==> src/rtl/dcs_pkg.sv <==
package dcs_pkg;
  typedef enum logic [1:0] {
    SIDE_A    = 2'd0,
    SIDE_B    = 2'd1,
    SIDE_NONE = 2'd2
  } sideState_t;

  typedef struct packed {
    logic selB;     // compare side B vectors
    logic restart;  // restart the settle window
  } dpStrobe_t;
endpackage

==> src/rtl/dcs_datapath.sv <==
module dcs_datapath
  import dcs_pkg::*;
#(
  parameter int NUM_OUT       = 8,
  parameter int SETTLE_CYCLES = 4
) (
  input  logic               clk,
  input  logic               rst_n,
  input  logic [NUM_OUT-1:0] cmdA,
  input  logic [NUM_OUT-1:0] cmdB,
  input  logic [NUM_OUT-1:0] chkA,
  input  logic [NUM_OUT-1:0] chkB,
  input  dpStrobe_t          strobe,
  output logic               mismatchHit
);
  localparam int CNT_W = (SETTLE_CYCLES < 1) ? 1 : $clog2(SETTLE_CYCLES + 1);
  localparam logic [CNT_W-1:0] CNT_LOAD = CNT_W'(SETTLE_CYCLES);

  logic [NUM_OUT-1:0] cmdAct, chkAct, cmdPrev, bitBad;
  logic [CNT_W-1:0]   settleCnt;
  logic               cmdChanged, cmpEnable;

  assign cmdAct = strobe.selB ? cmdB : cmdA;
  assign chkAct = strobe.selB ? chkB : chkA;

  // back-contact sense: a good bit has checkback opposite to command
  for (genvar i = 0; i < NUM_OUT; i++) begin : g_bit
    assign bitBad[i] = ~(cmdAct[i] ^ chkAct[i]);
  end

  assign cmdChanged  = (cmdAct != cmdPrev);
  assign cmpEnable   = (settleCnt == '0) && !cmdChanged && !strobe.restart;
  assign mismatchHit = cmpEnable && (|bitBad);

  always_ff @(posedge clk) begin
    if (!rst_n) begin
      cmdPrev   <= '0;
      settleCnt <= CNT_LOAD;
    end else begin
      cmdPrev <= cmdAct;
      if (cmdChanged || strobe.restart) settleCnt <= CNT_LOAD;
      else if (settleCnt != '0)         settleCnt <= settleCnt - 1'b1;
    end
  end

  // the edge after a command change is never compared
  p_settle_gate_r5: assert property (@(posedge clk) disable iff (!rst_n)
    (SETTLE_CYCLES > 0 && cmdChanged) |=> !mismatchHit);
endmodule

==> src/rtl/dcs_control.sv <==
module dcs_control
  import dcs_pkg::*;
#(
  parameter int NUM_CPU = 2
) (
  input  logic               clk,
  input  logic               rst_n,
  input  logic               mismatchHit,
  input  logic [NUM_CPU-1:0] cpuFaultA,
  input  logic [NUM_CPU-1:0] cpuFaultB,
  output dpStrobe_t          strobe,
  output logic               sideAOn,
  output logic               sideBOn,
  output logic               healthA,
  output logic               healthB,
  output logic               switchAlarm,
  output logic               totalFail
);
  sideState_t state, stateNext;
  logic haltA, haltB, failA, failB, newHaltA, newHaltB, activeFails;

  assign failA = (|cpuFaultA) || (state == SIDE_A && mismatchHit);
  assign failB = (|cpuFaultB) || (state == SIDE_B && mismatchHit);
  assign newHaltA = haltA || failA;
  assign newHaltB = haltB || failB;
  assign activeFails = (state == SIDE_A && failA) || (state == SIDE_B && failB);

  always_comb begin
    stateNext = state;
    unique case (state)
      SIDE_A:  if (newHaltA) stateNext = newHaltB ? SIDE_NONE : SIDE_B;
      SIDE_B:  if (newHaltB) stateNext = newHaltA ? SIDE_NONE : SIDE_A;
      default: stateNext = SIDE_NONE;
    endcase
  end

  always_ff @(posedge clk) begin
    if (!rst_n) begin
      state       <= SIDE_A;
      haltA       <= 1'b0;
      haltB       <= 1'b0;
      switchAlarm <= 1'b0;
      totalFail   <= 1'b0;
    end else begin
      state       <= stateNext;
      haltA       <= newHaltA;
      haltB       <= newHaltB;
      switchAlarm <= switchAlarm || activeFails;
      totalFail   <= newHaltA && newHaltB;
    end
  end

  assign strobe.selB    = (state == SIDE_B);
  assign strobe.restart = 1'b0;
  assign sideAOn = (state == SIDE_A);
  assign sideBOn = (state == SIDE_B);
  assign healthA = sideAOn && !haltA && !(|cpuFaultA);
  assign healthB = sideBOn && !haltB && !(|cpuFaultB);

  p_single_side_r2: assert property (@(posedge clk) disable iff (!rst_n)
    !(healthA && healthB) && !(sideAOn && sideBOn));
  p_switch_on_fail_r4: assert property (@(posedge clk) disable iff (!rst_n)
    (sideAOn && mismatchHit && !haltB && !(|cpuFaultB)) |=> sideBOn);
  p_lockout_r9: assert property (@(posedge clk) disable iff (!rst_n)
    haltA |=> !sideAOn);
  p_alarm_sticky_r7: assert property (@(posedge clk) disable iff (!rst_n)
    switchAlarm |=> switchAlarm);
  p_total_dark_r10: assert property (@(posedge clk) disable iff (!rst_n)
    totalFail |-> (!healthA && !healthB && !sideAOn && !sideBOn));
endmodule

==> src/rtl/duplex_checkback_sup.sv <==
module duplex_checkback_sup
  import dcs_pkg::*;
#(
  parameter int NUM_OUT       = 8,
  parameter int NUM_CPU       = 2,
  parameter int SETTLE_CYCLES = 4
) (
  input  logic               clk,
  input  logic               rst_n,
  input  logic [NUM_OUT-1:0] cmdA,
  input  logic [NUM_OUT-1:0] cmdB,
  input  logic [NUM_OUT-1:0] chkA,
  input  logic [NUM_OUT-1:0] chkB,
  input  logic [NUM_CPU-1:0] cpuFaultA,
  input  logic [NUM_CPU-1:0] cpuFaultB,
  output logic               sideAOn,
  output logic               sideBOn,
  output logic               healthA,
  output logic               healthB,
  output logic               switchAlarm,
  output logic               totalFail
);
  dpStrobe_t ctlStrobe, dpStrobe;
  logic      mismatchHit, selBPrev;

  // a change of selected side restarts the settle window
  always_ff @(posedge clk) begin
    if (!rst_n) selBPrev <= 1'b0;
    else        selBPrev <= ctlStrobe.selB;
  end
  assign dpStrobe.selB    = ctlStrobe.selB;
  assign dpStrobe.restart = ctlStrobe.restart || (ctlStrobe.selB != selBPrev);

  dcs_datapath #(.NUM_OUT(NUM_OUT), .SETTLE_CYCLES(SETTLE_CYCLES)) u_dp (
    .clk(clk), .rst_n(rst_n),
    .cmdA(cmdA), .cmdB(cmdB), .chkA(chkA), .chkB(chkB),
    .strobe(dpStrobe), .mismatchHit(mismatchHit)
  );

  dcs_control #(.NUM_CPU(NUM_CPU)) u_ctl (
    .clk(clk), .rst_n(rst_n), .mismatchHit(mismatchHit),
    .cpuFaultA(cpuFaultA), .cpuFaultB(cpuFaultB), .strobe(ctlStrobe),
    .sideAOn(sideAOn), .sideBOn(sideBOn), .healthA(healthA), .healthB(healthB),
    .switchAlarm(switchAlarm), .totalFail(totalFail)
  );
endmodule

==> config.mk <==
export PLATFORM = sky130hd
export DESIGN_NAME = duplex_checkback_sup
export DESIGN_NICKNAME = d
export VERILOG_FILES = /design/src/rtl/dcs_pkg.sv /design/src/rtl/dcs_datapath.sv /design/src/rtl/dcs_control.sv /design/src/rtl/duplex_checkback_sup.sv
export SDC_FILE = /design/constraint.sdc
export NUM_CORES = 1
export LEC_CHECK = 0
export BUFFER_PORTS_ARGS = -buffer_cell sky130_fd_sc_hd__buf_2
export CORE_MARGIN = 2
export CORE_UTILIZATION = 43
export DETAILED_ROUTE_END_ITERATION = 8
export PLACE_DENSITY = 0.72
export RECOVER_POWER = 25
export SYNTH_ARGS = -nofsm -noshare
export SYNTH_HDL_FRONTEND = slang
export SYNTH_SLANG_ARGS = --single-unit
==> constraint.sdc <==
create_clock -name clk -period 3.1 [get_ports clk]
set_clock_uncertainty 0.1 [all_clocks]
set_input_delay 0.155 -clock clk [delete_from_list [all_inputs] [get_ports clk]]
set_output_delay 0.155 -clock clk [all_outputs]
set_load 0.05 [all_outputs]
==> results.yml <==
status:
  outcome: "finished, final reports clean"
drt:
  via_per_inst: 5.15
  antenna_left: 0
  num_vias: 1092
  wl_per_cell_um: 12.4
  totalWireLength_um: 2630
  firstDrtPassIters: 4
  drt_iter0_drc: 21
  drc_errors: 0
critical_path:
  crit_path_top_delay_cell: "or4_4"
  path_cells: "nand2b_4 > inv_6 > mux2i_4 > xor2_2 > o2111ai_2 > or4_4 > a211o_1"
  required_ns: 3.19
  rr_startpoint: "u_ctl.state[0]$_SDFFE_PN0P_"
  cp_num_buf_inv: 1
  startpoint: "u_ctl.state[0]$_SDFFE_PN0P_"
  cp_top_family: "simple AND/OR/NAND/NOR gates"
  cp_max_fo: 18
  max_stage_delay_ns: 0.59
  cp.arrival_ns: 2.69
  worstSetupEndpointType: "flip-flop"
  crit_path_start_kind: "flip-flop"
  critical_path_class: "reg2reg"
layout:
  drive_gt1_share_pct: 29.3
  seq_area_sq_um: 360
  final_nets: 222
  antenna_cells: 0
  fillCellCount: 248
  multi_input_area_sq_um: 790
  area_delta_synth_final_pct: 20.2
power:
  p_leak_nw: 0.644
  pwr-share-seq_pct: 48.5
  p_switching_mw: 0.147
  switching_share_pct: 28.4
  ir_worst_vdd_mv: 0.288
  intPower_mw: 0.370
  power_density_nw_per_um2: 351
  p_clk_share_pct: 27.4
  comb_power_share_pct: 24.1
logic_synthesis:
  seq_area_frac_synth_pct: 29.4
  syn_area_sq_um: 1220
  postSynthCellCount: 139
  ys.flop_type: "dfxtp_1"
  syn_area_per_cell_sq_um: 8.81
  synth_nets: 179
  synth_seq_cells: 18
  yosys.area.top_type: "dfxtp_1"
  yosysMostFrequentCell: "xor2_1"
  ys_warn_count: 0
  ys_async_sr_fraction_pct: 0
  synthDistinctLibCells: 44
  synthTopCellsByCount: "xor2_1 (19), dfxtp_1 (18), nand2_1 (13)"
  synthTopCellsByArea: "dfxtp_1 (29%), xor2_1 (14%), nand2_1 (4.0%), nor3_1 (3.3%), a21boi_0 (3.1%)"
  synth_edf_count: 0
  synthDominantCellAreaShare_pct: 29.4
flow_run:
  maxCapViolCount: 0
timing:
  min_period_over_period_pct: 83.9
  clock.fmax_ghz: 0.384
  timing.hold.ws_ns: 0.0348
  finalSetupViolCount: 0
  finalHoldViolCount: 0
  period_needed_ns: 2.60
  max_slew_margin_pct: 60.5
  worst_pin_slew_ns: 0.594
  drv_slew: 0
  fin_tns_setup_ns: 0
  grt_setup_unrepaired: "false"
min_path:
  hold_start: "cmdA[6]"
  hold_path_class: "in2reg"
clock_tree:
  clkSlewWorstSetupHoldPaths_ns: 0.10
  cts-resized-gates: 0
  cts_tree: "built"
  post_cts_buffers: 0
  cts_inserted_buffers: 3
  htreeDepth: 1
  insertion_delay_ns: 0.29
  cts-hold-fix-buffers: 0
  clock-sinks: 18
  clockBufferDepth: 2
  cts_root_buf: "clkbuf_4"
floorplan:
  core_area_sq_um: 2730
  fp-row-count: 19
  io_pins: 44
  die_h_um: 57.4
  start_util_pct: 44.8
  dieWidth_um: 57.4
  die_area_sq_um: 3290
global_routing:
  grt_pass1_vias: 1011
  grt_max_degree: 19
  grt_util_met2_pct: 29.7
  grt_overflow: 0
  top_usage_layer: "met2"
  antenna_found_initial: 0
  grt_pass1_wl_um: 4510
  grtUsageMet3_pct: 4.08
  use_met1_pct: 21.5
  grt_usage_pct: 17.5
placement:
  numPortBuffers: 43
  gp_congestion: 0.797
  dpl.hpwl_um: 2200
path summary, 6_finish.rpt:
path / endpoint / slack [ns] / cells past startpoint
worst max-delay path: u_dp.settleCnt[2]$_SDFFE_PP1P_ / 0.50 / 7
worst min-delay path: u_dp.cmdPrev[6]$_SDFF_PN0_ / 0.03 / 3
worst max register to register: u_dp.settleCnt[2]$_SDFFE_PP1P_ / 0.50 / 7
worst min register to register: u_ctl.switchAlarm$_SDFF_PN0_ / 0.37 / 1
worst register-to-register path: stages, from the launching register on:
cell,delay (ns)
dfxtp_1,0.55
nand2b_4,0.18
inv_6,0.18
mux2i_4,0.28
xor2_2,0.16
o2111ai_2,0.18
or4_4,0.60
a211o_1,0.27
metal layers:
layer / share of wire (%) / vias to the layer above
li1: - / 571
met1: 45 / 492
met2: 50 / 25
met3: 4.3 / 4
met4: 1.2 / 0
met5: 0 / -
registers in the layout, summed over array words and instances (netlist names):
name,count
u_ctl.switchAlarm,1
u_dp.settleCnt,3
u_dp.cmdPrev,8
u_ctl.totalFail,1
u_ctl.state,2
u_ctl.haltA,1
selBPrev,1
u_ctl.haltB,1
kinds of logic after synthesis:
logic type | synth area share (%)
AO/OA/AOI/OAI | 18.0
flip-flops | 29.4
buffers and inverters | 6.13
AND/OR/NAND/NOR | 23.2
multiplexers | 3.47
adder cells (fa/ha/maj) | 2.04
XOR/XNOR | 17.8
power by group through the flow:
stage                     Combinational [mW]  Sequential, mW  Clock [mW]
final                                  0.125           0.251       0.142
after detailed placement               0.126           0.256           0
after floorplan                       0.0710           0.262           0
after global placement                 0.124           0.256           0
after global routing                   0.138           0.252       0.159
after CTS                              0.127           0.251       0.151
layout make-up:
class	instances	area share, %
Inverter	8	2.38
Clock buffer	4	2.46
Sequential cell	18	24.5
Multi-Input combinational cell	108	53.6
Tap cell	31	2.63
Timing Repair Buffer	43	14.4
layout by cell type, fill, tap and decap left out, drive strengths merged, types with 3 or more instances in the layout:
| cell | count |
|---|---|
| buf | 41 |
| xor2 | 20 |
| dfxtp | 18 |
| nand2 | 13 |
| nor3 | 8 |
| inv | 8 |
| nor2 | 6 |
| nor2b | 6 |
| a21boi | 6 |
| clkbuf | 6 |
| a21oi | 5 |
| nand4 | 4 |
| xnor2 | 4 |
| or3 | 3 |
| mux2i | 3 |
| nand2b | 3 |
through the flow:
| stage | util, % | total power [mW] | cell area, sq um | worst slack [ns] | std cells |
|---|---|---|---|---|---|
| 6_report | 53.9 | 0.517 | 1470 | 0.498 | 212 |
| 3_3_place_gp | 52.6 | 0.379 | 1440 | 0.597 | 208 |
| 4_1_cts | 54.0 | 0.528 | 1480 | 0.505 | 212 |
| 2_1_floorplan | - | 0.333 | 1220 | 0.605 | 139 |
| 3_5_place_dp | 52.6 | 0.382 | 1440 | 0.525 | 208 |
| 5_1_grt | 53.9 | 0.549 | 1470 | 0.345 | 212 |
Note: power is estimated with default switching activity, not from simulation.
